`src/rtl/pwr_dec_pkg.sv`:
```
package pwr_dec_pkg;

  typedef enum logic [3:0] {
    OPC_ILL = 4'd0, OPC_NOP = 4'd1, OPC_ADD = 4'd2, OPC_AND = 4'd3,
    OPC_OR = 4'd4, OPC_LOAD = 4'd5, OPC_STORE = 4'd6, OPC_CMP = 4'd7,
    OPC_ROT = 4'd8, OPC_BR = 4'd9, OPC_CRL = 4'd10
  } opc_e;

  typedef enum logic [2:0] {
    IMM_NONE, IMM_UI, IMM_UIH, IMM_SI, IMM_SIH, IMM_W14, IMM_LI
  } imm_e;

  typedef enum logic [1:0] {WR_NONE, WR_RT, WR_RA} wsrc_e;
  typedef enum logic [1:0] {R1_NONE, R1_RA, R1_RA0} r1src_e;
  typedef enum logic [1:0] {RC_ZERO, RC_ONE, RC_BIT} rcsrc_e;
  typedef enum logic [1:0] {CRM_NONE, CRM_CMP, CRM_BI, CRM_LOGIC} crmode_e;

  typedef struct packed {
    opc_e        op;
    wsrc_e       wr;
    r1src_e      r1;
    logic        r2_rb;
    logic        r3_rs;
    imm_e        imm;
    rcsrc_e      rc;
    crmode_e     cr;
    logic [1:0]  spr;
    logic [3:0]  size;
    logic        upd;
    logic        br;
    logic        aa_ok;
    logic        nop;
    logic        ill;
  } ctl_t;

  localparam logic [5:0] PO_BC = 6'd16, PO_B = 6'd18, PO_XL = 6'd19;
  localparam logic [5:0] PO_RLWIMI = 6'd20, PO_RLWINM = 6'd21, PO_RLWNM = 6'd23;
  localparam logic [5:0] PO_ADDI = 6'd14, PO_ADDIS = 6'd15;
  localparam logic [5:0] PO_ORI = 6'd24, PO_ORIS = 6'd25, PO_ANDI = 6'd28;
  localparam logic [5:0] PO_X = 6'd31;
  localparam logic [5:0] PO_LWZ = 6'd32, PO_LWZU = 6'd33, PO_LBZ = 6'd34;
  localparam logic [5:0] PO_STW = 6'd36, PO_STWU = 6'd37, PO_STB = 6'd38;
  localparam logic [5:0] PO_LHZ = 6'd40, PO_STH = 6'd44;
  localparam logic [5:0] PO_DSLD = 6'd58, PO_DSST = 6'd62;

  localparam logic [9:0] XO_ADD = 10'd266, XO_AND = 10'd28, XO_OR = 10'd444;
  localparam logic [9:0] XO_LWZX = 10'd23, XO_STWX = 10'd151, XO_CMP = 10'd0;
  localparam logic [9:0] XO_BCLR = 10'd16, XO_BCCTR = 10'd528, XO_CRAND = 10'd257;

  localparam logic [31:0] NOP_WORD = 32'h6000_0000;

  localparam logic [1:0] SPR_NONE = 2'd0, SPR_LINK = 2'd1, SPR_COUNT = 2'd2;

endpackage

```
`src/rtl/pwr_dec_swap.sv`:
```
module pwr_dec_swap #(
  parameter int INSN_W = 32
) (
  input  logic [INSN_W-1:0] raw,
  input  logic              big_endian,
  output logic [INSN_W-1:0] word
);
  localparam int NB = INSN_W / 8;

  for (genvar i = 0; i < NB; i++) begin : g_byte
    assign word[8*i +: 8] = big_endian ? raw[8*i +: 8] : raw[8*(NB-1-i) +: 8];
  end
endmodule

```
`src/rtl/pwr_dec_class.sv`:
```
module pwr_dec_class
  import pwr_dec_pkg::*;
(
  input  logic [31:0] word,
  output ctl_t        ctl
);
  logic [5:0] prim;
  logic [9:0] xo10;
  logic [1:0] xo2;

  assign prim = word[31:26];
  assign xo10 = word[10:1];
  assign xo2  = word[1:0];

  function automatic ctl_t base(opc_e o);
    ctl_t c;
    c    = '0;
    c.op = o;
    return c;
  endfunction

  function automatic ctl_t ldst(logic st, logic [3:0] sz, logic up, imm_e im);
    ctl_t c;
    c = base(st ? OPC_STORE : OPC_LOAD);
    if (st) c.r3_rs = 1'b1;
    else    c.wr    = WR_RT;
    c.r1   = up ? R1_RA : R1_RA0;
    c.imm  = im;
    c.size = sz;
    c.upd  = up;
    return c;
  endfunction

  function automatic ctl_t logic_imm(opc_e o, imm_e im, rcsrc_e rc);
    ctl_t c;
    c       = base(o);
    c.wr    = WR_RA;
    c.r3_rs = 1'b1;
    c.imm   = im;
    c.rc    = rc;
    return c;
  endfunction

  function automatic ctl_t rotate(logic use_rb);
    ctl_t c;
    c       = base(OPC_ROT);
    c.wr    = WR_RA;
    c.r3_rs = 1'b1;
    c.r2_rb = use_rb;
    c.rc    = RC_BIT;
    return c;
  endfunction

  always_comb begin
    ctl     = base(OPC_ILL);
    ctl.ill = 1'b1;
    case (prim)
      PO_ADDI, PO_ADDIS: begin
        ctl     = base(OPC_ADD);
        ctl.wr  = WR_RT;
        ctl.r1  = R1_RA0;
        ctl.imm = (prim == PO_ADDI) ? IMM_SI : IMM_SIH;
      end
      PO_ORI:    ctl = logic_imm(OPC_OR, IMM_UI, RC_ZERO);
      PO_ORIS:   ctl = logic_imm(OPC_OR, IMM_UIH, RC_ZERO);
      PO_ANDI:   ctl = logic_imm(OPC_AND, IMM_UI, RC_ONE);
      PO_LWZ:    ctl = ldst(1'b0, 4'd4, 1'b0, IMM_SI);
      PO_LWZU:   ctl = ldst(1'b0, 4'd4, 1'b1, IMM_SI);
      PO_LBZ:    ctl = ldst(1'b0, 4'd1, 1'b0, IMM_SI);
      PO_LHZ:    ctl = ldst(1'b0, 4'd2, 1'b0, IMM_SI);
      PO_STW:    ctl = ldst(1'b1, 4'd4, 1'b0, IMM_SI);
      PO_STWU:   ctl = ldst(1'b1, 4'd4, 1'b1, IMM_SI);
      PO_STB:    ctl = ldst(1'b1, 4'd1, 1'b0, IMM_SI);
      PO_STH:    ctl = ldst(1'b1, 4'd2, 1'b0, IMM_SI);
      PO_DSLD:   if (xo2 == 2'd0) ctl = ldst(1'b0, 4'd8, 1'b0, IMM_W14);
      PO_DSST:   if (xo2 == 2'd0) ctl = ldst(1'b1, 4'd8, 1'b0, IMM_W14);
      PO_RLWIMI, PO_RLWINM: ctl = rotate(1'b0);
      PO_RLWNM:  ctl = rotate(1'b1);
      PO_B: begin
        ctl       = base(OPC_BR);
        ctl.imm   = IMM_LI;
        ctl.br    = 1'b1;
        ctl.aa_ok = 1'b1;
      end
      PO_BC: begin
        ctl       = base(OPC_BR);
        ctl.imm   = IMM_W14;
        ctl.br    = 1'b1;
        ctl.aa_ok = 1'b1;
        ctl.cr    = CRM_BI;
      end
      PO_XL: begin
        if (xo10 == XO_BCLR || xo10 == XO_BCCTR) begin
          ctl     = base(OPC_BR);
          ctl.br  = 1'b1;
          ctl.cr  = CRM_BI;
          ctl.spr = (xo10 == XO_BCLR) ? SPR_LINK : SPR_COUNT;
        end else if (xo10 == XO_CRAND) begin
          ctl    = base(OPC_CRL);
          ctl.cr = CRM_LOGIC;
        end
      end
      PO_X: begin
        case (xo10)
          XO_ADD: begin
            ctl       = base(OPC_ADD);
            ctl.wr    = WR_RT;
            ctl.r1    = R1_RA;
            ctl.r2_rb = 1'b1;
            ctl.rc    = RC_BIT;
          end
          XO_AND, XO_OR: begin
            ctl       = logic_imm((xo10 == XO_AND) ? OPC_AND : OPC_OR, IMM_NONE, RC_BIT);
            ctl.r2_rb = 1'b1;
          end
          XO_LWZX, XO_STWX: begin
            ctl       = ldst(xo10 == XO_STWX, 4'd4, 1'b0, IMM_NONE);
            ctl.r2_rb = 1'b1;
          end
          XO_CMP: begin
            ctl       = base(OPC_CMP);
            ctl.r1    = R1_RA;
            ctl.r2_rb = 1'b1;
            ctl.cr    = CRM_CMP;
          end
          default: ;
        endcase
      end
      default: ;
    endcase
    if (word == NOP_WORD) begin
      ctl     = base(OPC_NOP);
      ctl.nop = 1'b1;
    end
  end
endmodule

```
`src/rtl/pwr_dec_route.sv`:
```
module pwr_dec_route
  import pwr_dec_pkg::*;
#(
  parameter int XLEN   = 64,
  parameter int REG_AW = 5,
  parameter int CRF_AW = 3
) (
  input  logic [25:0]       fld,
  input  ctl_t              ctl,
  output logic [3:0]        op_code,
  output logic              illegal,
  output logic              nop,
  output logic [REG_AW-1:0] wr_sel,
  output logic              wr_vld,
  output logic [REG_AW-1:0] rd1_sel,
  output logic              rd1_vld,
  output logic [REG_AW-1:0] rd2_sel,
  output logic              rd2_vld,
  output logic [REG_AW-1:0] rd3_sel,
  output logic              rd3_vld,
  output logic [XLEN-1:0]   imm,
  output logic              rec,
  output logic              upd,
  output logic              lnk,
  output logic              absb,
  output logic [3:0]        acc_size,
  output logic [1:0]        spr_sel,
  output logic [CRF_AW-1:0] crw_sel,
  output logic              crw_vld,
  output logic [CRF_AW-1:0] crr1_sel,
  output logic              crr1_vld,
  output logic [CRF_AW-1:0] crr2_sel,
  output logic              crr2_vld,
  output logic [CRF_AW-1:0] crr3_sel,
  output logic              crr3_vld,
  output logic [4:0]        bo,
  output logic [4:0]        bi,
  output logic [4:0]        sh,
  output logic [4:0]        mb,
  output logic [4:0]        me
);
  logic [REG_AW-1:0] f_rt, f_ra, f_rb;
  logic [CRF_AW-1:0] f_crt, f_cra, f_crb;

  assign f_rt  = fld[25:21];
  assign f_ra  = fld[20:16];
  assign f_rb  = fld[15:11];
  assign f_crt = fld[25:23];
  assign f_cra = fld[20:18];
  assign f_crb = fld[15:13];

  function automatic logic [XLEN-1:0] expand(imm_e m, logic [25:0] w);
    case (m)
      IMM_UI:  return XLEN'(w[15:0]);
      IMM_UIH: return XLEN'({w[15:0], 16'h0000});
      IMM_SI:  return XLEN'($signed(w[15:0]));
      IMM_SIH: return XLEN'($signed({w[15:0], 16'h0000}));
      IMM_W14: return XLEN'($signed({w[15:2], 2'b00}));
      IMM_LI:  return XLEN'($signed({w[25:2], 2'b00}));
      default: return '0;
    endcase
  endfunction

  assign op_code  = ctl.op;
  assign illegal  = ctl.ill;
  assign nop      = ctl.nop;
  assign imm      = expand(ctl.imm, fld);
  assign upd      = ctl.upd;
  assign acc_size = ctl.size;
  assign spr_sel  = ctl.spr;
  assign lnk      = ctl.br & fld[0];
  assign absb     = ctl.aa_ok & fld[1];
  assign bo       = fld[25:21];
  assign bi       = fld[20:16];
  assign sh       = fld[15:11];
  assign mb       = fld[10:6];
  assign me       = fld[5:1];

  always_comb begin
    case (ctl.rc)
      RC_ONE:  rec = 1'b1;
      RC_BIT:  rec = fld[0];
      default: rec = 1'b0;
    endcase
  end

  always_comb begin
    wr_vld = (ctl.wr != WR_NONE);
    case (ctl.wr)
      WR_RT:   wr_sel = f_rt;
      WR_RA:   wr_sel = f_ra;
      default: wr_sel = '0;
    endcase
    case (ctl.r1)
      R1_RA:   rd1_vld = 1'b1;
      R1_RA0:  rd1_vld = (f_ra != '0);
      default: rd1_vld = 1'b0;
    endcase
    rd1_sel = rd1_vld ? f_ra : '0;
    rd2_vld = ctl.r2_rb;
    rd2_sel = ctl.r2_rb ? f_rb : '0;
    rd3_vld = ctl.r3_rs;
    rd3_sel = ctl.r3_rs ? f_rt : '0;
  end

  always_comb begin
    crw_sel  = '0; crw_vld  = 1'b0;
    crr1_sel = '0; crr1_vld = 1'b0;
    crr2_sel = '0; crr2_vld = 1'b0;
    crr3_sel = '0; crr3_vld = 1'b0;
    case (ctl.cr)
      CRM_CMP: begin
        crw_sel = f_crt; crw_vld = 1'b1;
      end
      CRM_BI: begin
        crr1_sel = f_cra; crr1_vld = 1'b1;
      end
      CRM_LOGIC: begin
        crr1_sel = f_cra; crr1_vld = 1'b1;
        crr2_sel = f_crb; crr2_vld = 1'b1;
        crr3_sel = f_crt; crr3_vld = 1'b1;
        crw_sel  = f_crt; crw_vld  = 1'b1;
      end
      default: ;
    endcase
  end

  // Checks relating the class decision to the routed outputs.
  always_comb begin
    if (ctl.ill) begin
      a_r4_illegal_quiet: assert (!(wr_vld | rd1_vld | rd2_vld | rd3_vld |
                                    crw_vld | crr1_vld | crr2_vld | crr3_vld) &&
                                  imm == '0 && acc_size == 4'd0);
    end
    if (ctl.nop) begin
      a_r3_nop_quiet: assert (!(wr_vld | rd1_vld | rd2_vld | rd3_vld) && op_code == 4'd1);
    end
    if (ctl.op == OPC_STORE) begin
      a_r6_store_source: assert (!wr_vld && rd3_vld && rd3_sel == fld[25:21]);
    end
    a_r9_size_only_mem: assert ((acc_size != 4'd0) ==
                                (ctl.op == OPC_LOAD || ctl.op == OPC_STORE));
    if (ctl.imm == IMM_SI) begin
      a_r5_si_sign: assert (imm[XLEN-1:15] == '0 || imm[XLEN-1:15] == '1);
    end
    if (ctl.cr == CRM_LOGIC) begin
      a_r12_cr_target: assert (crw_vld && crr3_vld && crw_sel == crr3_sel);
    end
  end
endmodule

```
`src/rtl/pwr_subset_decoder.sv`:
```
module pwr_subset_decoder
  import pwr_dec_pkg::*;
#(
  parameter int INSN_W = 32,
  parameter int XLEN   = 64,
  parameter int REG_AW = 5,
  parameter int CRF_AW = 3
) (
  input  logic [INSN_W-1:0] insn_raw,
  input  logic              big_endian,
  output logic [3:0]        op_code,
  output logic              illegal,
  output logic              nop,
  output logic [REG_AW-1:0] wr_sel,
  output logic              wr_vld,
  output logic [REG_AW-1:0] rd1_sel,
  output logic              rd1_vld,
  output logic [REG_AW-1:0] rd2_sel,
  output logic              rd2_vld,
  output logic [REG_AW-1:0] rd3_sel,
  output logic              rd3_vld,
  output logic [XLEN-1:0]   imm,
  output logic              rec,
  output logic              upd,
  output logic              lnk,
  output logic              absb,
  output logic [3:0]        acc_size,
  output logic [1:0]        spr_sel,
  output logic [CRF_AW-1:0] crw_sel,
  output logic              crw_vld,
  output logic [CRF_AW-1:0] crr1_sel,
  output logic              crr1_vld,
  output logic [CRF_AW-1:0] crr2_sel,
  output logic              crr2_vld,
  output logic [CRF_AW-1:0] crr3_sel,
  output logic              crr3_vld,
  output logic [4:0]        bo,
  output logic [4:0]        bi,
  output logic [4:0]        sh,
  output logic [4:0]        mb,
  output logic [4:0]        me
);
  logic [INSN_W-1:0] word;
  ctl_t              ctl;

  pwr_dec_swap #(.INSN_W(INSN_W)) u_swap (
    .raw(insn_raw), .big_endian(big_endian), .word(word)
  );

  pwr_dec_class u_class (.word(word[31:0]), .ctl(ctl));

  pwr_dec_route #(.XLEN(XLEN), .REG_AW(REG_AW), .CRF_AW(CRF_AW)) u_route (
    .fld(word[25:0]), .ctl(ctl),
    .op_code(op_code), .illegal(illegal), .nop(nop),
    .wr_sel(wr_sel), .wr_vld(wr_vld),
    .rd1_sel(rd1_sel), .rd1_vld(rd1_vld),
    .rd2_sel(rd2_sel), .rd2_vld(rd2_vld),
    .rd3_sel(rd3_sel), .rd3_vld(rd3_vld),
    .imm(imm), .rec(rec), .upd(upd), .lnk(lnk), .absb(absb),
    .acc_size(acc_size), .spr_sel(spr_sel),
    .crw_sel(crw_sel), .crw_vld(crw_vld),
    .crr1_sel(crr1_sel), .crr1_vld(crr1_vld),
    .crr2_sel(crr2_sel), .crr2_vld(crr2_vld),
    .crr3_sel(crr3_sel), .crr3_vld(crr3_vld),
    .bo(bo), .bi(bi), .sh(sh), .mb(mb), .me(me)
  );
endmodule

```
`config.mk`:
```
export PLATFORM = sky130hd
export DESIGN_NAME = pwr_subset_decoder
export DESIGN_NICKNAME = d
export VERILOG_FILES = /design/src/rtl/pwr_dec_pkg.sv /design/src/rtl/pwr_dec_swap.sv /design/src/rtl/pwr_dec_class.sv /design/src/rtl/pwr_dec_route.sv /design/src/rtl/pwr_subset_decoder.sv
export SDC_FILE = /design/constraint.sdc
export NUM_CORES = 1
export LEC_CHECK = 0
export CORE_UTILIZATION = 35
export DETAILED_ROUTE_END_ITERATION = 12
export PLACE_DENSITY = 0.82
export SLEW_MARGIN = 20
export SYNTH_ARGS = -nofsm -noshare
export SYNTH_HDL_FRONTEND = slang
export SYNTH_SLANG_ARGS = --single-unit
```
`constraint.sdc`:
```
create_clock -name vclk -period 3.6
set_input_delay 0.36 -clock vclk [all_inputs]
set_output_delay 0.36 -clock vclk [all_outputs]
set_load 0.005 [all_outputs]
```
# After elaboration in Yosys (flattened, before gate mapping)
# Index checks and enable logic that the tools add are counted.
[word_totals] regBits=0 in_bits=33 output_inout_bits=145 elab_cells=90
[classes] n_eq_ne=46 mux=31 bitwise_logic=2 reduce_logical=11
[op_table] operator="one-hot mux 28 bit (20 select lines)" n=1
[op_table] operator="one-hot mux 64 bit (6 select lines)" n=1
[op_table] operator="one-hot mux 28 bit (4 select lines)" n=1
[op_table] operator="two-way mux 28 bit" n=3
[op_table] operator="== test 6 x 5 -> 1 bit (second input constant)" n=10
[op_table] operator="== test 6 bit (second input constant)" n=10
[op_table] operator="two-way mux 27 bit" n=2
[op_table] operator="== test 32 x 31 -> 1 bit (second input constant)" n=1
[op_table] operator="two-way mux 8 bit" n=4
[op_table] operator="== test 10 x 5 -> 1 bit (second input constant)" n=3
[op_table] operator="== test 10 x 9 -> 1 bit (second input constant)" n=3
[op_table] operator="two-way mux 3 bit" n=6
[op_table] operator="two-way mux 5 bit" n=3
[op_table] operator="== test 6 x 4 -> 1 bit (second input constant)" n=2
[op_table] operator="OR reduction 2 bit" n=6
[op_table] operator="== test 10 bit (second input constant)" n=1
[op_table] operator="== test 10 x 8 -> 1 bit (second input constant)" n=1
[op_table] operator="== test 2 bit (second input constant)" n=5
[op_table] operator="zero test 10 bit" n=1
[op_table] operator="one-hot mux 5 bit (2 select lines)" n=1
[op_table] operator="== test 3 bit (second input constant)" n=3
[op_table] operator="== test 2 x 1 -> 1 bit (second input constant)" n=4
[op_table] operator="== test 3 x 2 -> 1 bit (second input constant)" n=2
[op_table] operator="two-way mux 1 bit" n=5
[op_table] operator="other kinds (8)" n=11

# Depth between registers and ports, before layout
[logic_depth] ltp_word=9 depth_mapped=13 ltp_nobuf=10

# Cells and area by module
# A second synthesis with hierarchy kept.
[hier_totals] cells_unflattened=403 area_unflattened_um2=2990.4
[modules_own_cells] mod="pwr_dec_route" instances=1 cells_per_inst=202 area_per_inst_um2=1481.4 seq_area_each_um2=0.0
[modules_own_cells] mod="pwr_dec_class" instances=1 cells_per_inst=165 area_per_inst_um2=964.7 seq_area_each_um2=0.0
[modules_own_cells] mod="pwr_dec_swap" instances=1 cells_per_inst=36 area_per_inst_um2=544.3 seq_area_each_um2=0.0

# Worst setup path after synthesis
# OpenSTA, ideal clock, no wires.
[synth_timing] kind="input port to output port" start="in insn_raw[2]" end="out imm[33]" arrival_ns=3.155 path_slack_ns=0.085 path_stages=9 n_path_buf=3 cell_sequence="clkbuf_2 -> or3b_4 -> and3_1 -> a2111o_1 -> and4_4 -> o211ai_4 -> buf_6 -> o221ai_1 -> buf_4"
[synth_via] elab_chain_cells=8 elab_cells_between_ends=41 classes_between="eq/ne (31); mux (7); reduce/logical (3)"
[synth_lines] item="start: declaration" line_no="pwr_subset_decoder.sv:9" rtl="input logic [INSN_W-1:0] insn_raw,"
[synth_lines] item="two-way mux 8 bit" line_no="pwr_dec_swap.sv:11" rtl="assign word[8*i +: 8] = big_endian ? raw[8*i +: 8] : raw[8*(NB-1-i) +: 8];"
[synth_lines] item="== test 10 x 5 -> 1 bit / == test 10 bit (equally long branches)" line_no="pwr_dec_class.sv:93" rtl="if (xo10 == XO_BCLR || xo10 == XO_BCCTR) begin"
[synth_lines] item="logical OR 1 bit" line_no="pwr_dec_class.sv:93"
[synth_lines] item="two-way mux 28 bit" line_no="pwr_dec_class.sv:93"
[synth_lines] item="one-hot mux 28 bit (20 select lines)" line_no="pwr_dec_class.sv:57" rtl="case (prim)"
[synth_lines] item="two-way mux 28 bit *" line_no="pwr_dec_class.sv:131" rtl="if (word == NOP_WORD) begin"
[synth_lines] item="== test 3 bit, or another cell as far along" line_no="pwr_dec_route.sv:53" rtl="case (m)"
[synth_lines] item="one-hot mux 64 bit (6 select lines) *" line_no="pwr_dec_route.sv:53"
[synth_lines] item="end: declaration" line_no="pwr_subset_decoder.sv:22" rtl="output logic [XLEN-1:0] imm,"
# Every way passes the cells marked *; elsewhere a longest branch is shown, timed or not.

# Worst setup path after layout
[layout_timing] start="in insn_raw[28]" end="out crr3_sel[2]"
[layout_via] elab_chain_cells=8 elab_cells_between_ends=46 classes_between="eq/ne (32); mux (8); reduce/logical (6)"
[layout_lines] item="two-way mux 8 bit" line_no="pwr_dec_swap.sv:11"
[layout_lines] item="== test 10 x 5 -> 1 bit, or another cell as far along" line_no="pwr_dec_class.sv:104" rtl="case (xo10)"
[layout_lines] item="OR reduction 2 bit, or another cell as far along" line_no="pwr_dec_class.sv:104"
[layout_lines] item="one-hot mux 28 bit (4 select lines) / two-way mux 28 bit (equally long branches)" line_no="pwr_dec_class.sv:104, pwr_dec_class.sv:93"
[layout_lines] item="one-hot mux 28 bit (20 select lines)" line_no="pwr_dec_class.sv:57"
[layout_lines] item="two-way mux 28 bit *" line_no="pwr_dec_class.sv:131"
[layout_lines] item="== test 2 bit *"
[layout_lines] item="two-way mux 3 bit *" line_no="pwr_dec_route.sv:111" rtl="case (ctl.cr)"
[layout_lines] item="end: declaration" line_no="pwr_subset_decoder.sv:35" rtl="output logic [CRF_AW-1:0] crr3_sel,"
# Marks and branches as above.

==> results.yml <==
timing:
  max_slew_margin_pct: 48.8
  finalSetupViolations: 0
  fmax_mhz: 282
  hold_ws_ns: 1.61
  period_share_pct: 98.4
  hold_viol: 0
  drv_slew: 0
  worstMarginPinSlew_ns: 0.746
  rsz0062_at_grt: "yes"
  post-route-min-period_ns: 3.54
power_and_ir_drop:
  power-per-cell-area_nw_per_um2: 103
  peakVddDrop_v: 0.0000512
  leakage_nw: 2.61
  power.total_w: 0.000568
floorplanning:
  io_pins: 178
  dieWidth_um: 90.1
  num_rows: 31
  start_util_pct: 36.9
  fp.coreArea_um2: 7370
  die_y_um: 90.1
  die_area_um2: 8120
final_layout:
  final_nets: 722
  seq_area_um2: 0
  finalNonFillerCells: 779
  multi_input_area_um2: 2350
  utilization_pct: 74.8
  final_layout_size_suffix_gt1_share_pct: 28.8
  diodes: 0
  clkbuf_count: 0
  fillCellCount: 574
  syn_to_final_growth_pct: 103
  seq_cells: 0
yosys:
  syn_area_um2: 2720
  synth_area_per_cell_um2: 6.41
  synth_top_area_share_pct: 9.39
  synth_top_cell_by_area: "buf_4"
  synth.distinct_cells: 66
  yosysWarnings: 0
  syn-instance-count: 424
  post-synth-top-count-cell: "nor2_1"
  syn_nets: 464
  synth_seq_area_share_pct: 0
  synthTopCellsByCount: "41 x nor2_1, 40 x inv_1, 34 x buf_4"
  synthTopCellsByArea: "buf_4 9.4%, mux2i_1 9.2%, nor2_1 5.7%"
critical_path:
  slowest_stage: "clkdlybuf4s50_1"
  crit_type: "in -> out"
  slowest_delay_ns: 0.53
  cp-start-kind: "input pin"
  critPathArrivalTime_ns: 3.18
  critical_path_peak_fanout: 9
  cpMostUsedCell: "buf_4"
  cp.required_ns: 3.24
  path_delay_family: "buffers and inverters"
  crit_chain: "clkdlybuf4s50_1 -> buf_4 -> or3b_2 -> nand2_2 -> buf_4 -> nand3_1 -> or4b_4 -> buf_4 -> nor2_1 -> clkdlybuf4s50_1"
  critPathCaptureType: "output pin"
  crit_buf_inv: 5
placed_design:
  routabilityCongestion: 0.957
  dp_hpwl_um: 12100
  portBuffers: 178
  dp.cells: 774
detailed_routing:
  wl_um: 15000
  firstDrtPassIters: 5
  antenna_left: 0
  first_iter_violations: 312
  drc: 0
  avgRoutedWirePerCell_um: 19.3
  vias: 4370
  viasPerCell: 5.61
global_route:
  grt_max_degree: 26
  antenna_found_initial: 0
  grt_pass1_vias: 4157
  grtUsageTotal_pct: 34.7
  grt_pass1_wl_um: 22900
  grt.overflow.total: 0
status:
  status: "finished, final reports clean"
job:
  maxCapViolCount: 0
worst_hold_path:
  worst_hold_path_type: "in -> out"
[worst min-delay path: stages]
cell and delay (ns):
dlymetal6s2s_1 0.19, mux2i_1 0.17, buf_4 0.17, o221ai_1 0.18, dlymetal6s2s_1 0.18
[where the power goes]
part	switching (W)	internal [W]	leakage, nW	total [W]
logic	0.000269	0.000298	2.61	0.000568
clock network	0	0	0	0
registers	0	0	0	0
total	0.000269	0.000298	2.61	0.000568
[layout by cell type (no fill, tap or decap), drive strengths merged, types with 6 or more instances in the layout]
| cell | count |
|---|---|
| a21oi | 26 |
| a22oi | 9 |
| and2 | 11 |
| buf | 138 |
| clkdlybuf4s50 | 150 |
| dlygate4sd2 | 11 |
| dlymetal6s2s | 16 |
| ha | 7 |
| inv | 40 |
| mux2i | 25 |
| nand2 | 34 |
| nand3 | 15 |
| nand3b | 13 |
| nor2 | 41 |
| nor2b | 9 |
| nor3 | 20 |
| nor3b | 7 |
| o21ai | 6 |
| o221ai | 13 |
| or3 | 6 |
| or3b | 13 |
[metal layers]
layer / up-vias / part of all wire [%] / global-route usage [%]
li1: 2014 / - / -
met1: 2088 / 43 / 45.6
met2: 240 / 46 / 59.5
met3: 28 / 8.8 / 5.58
met4: 0 / 2.3 / 7.26
met5: - / 0 / 0
[layout make-up]
cell class / instances / share of cell area [%]
Inverter: 40 / 2.73
Multi-Input combinational cell: 325 / 42.7
Tap cell: 99 / 2.25
Timing Repair Buffer: 315 / 52.4
[logic make-up (layout without fill, tap and decap cells)]
kind of cell / count (synthesis) / in the layout / synth area share [%]
AO/OA/AOI/OAI: 97 / 97 / 26.7
adder cells (fa/ha/maj): 7 / 7 / 3.22
buffers and inverters: 99 / 355 / 20.1
multiplexers: 30 / 30 / 11.3
AND/OR/NAND/NOR: 191 / 191 / 38.7
[what timing repair did]
action,CTS,global route
endpoints found under the setup margin,84,93
gates resized for setup,28,40
pin swaps,5,8
setup buffers,5,0
hold buffers,0,0
[path summary, 6_finish.rpt]
check,from,endpoint,cells past startpoint
setup / recovery,insn_raw[28],crr3_sel[2],10
hold / removal,insn_raw[16],imm[16],5
[metrics by stage]
stage / cell area (um^2) / setup TNS (ns) / setup WS [ns]
finish: 5510 / 0 / 0.0573
global route: 5510 / -0.0121 / -0.00791
CTS: 5350 / 0 / 0.00486
detailed placement: 5260 / -6.84 / -0.338
global placement: 5260 / -6.49 / -0.272
floorplan: 2720 / 0 / 0.0853
No activity file was read; power rests on OpenSTA's default activity.
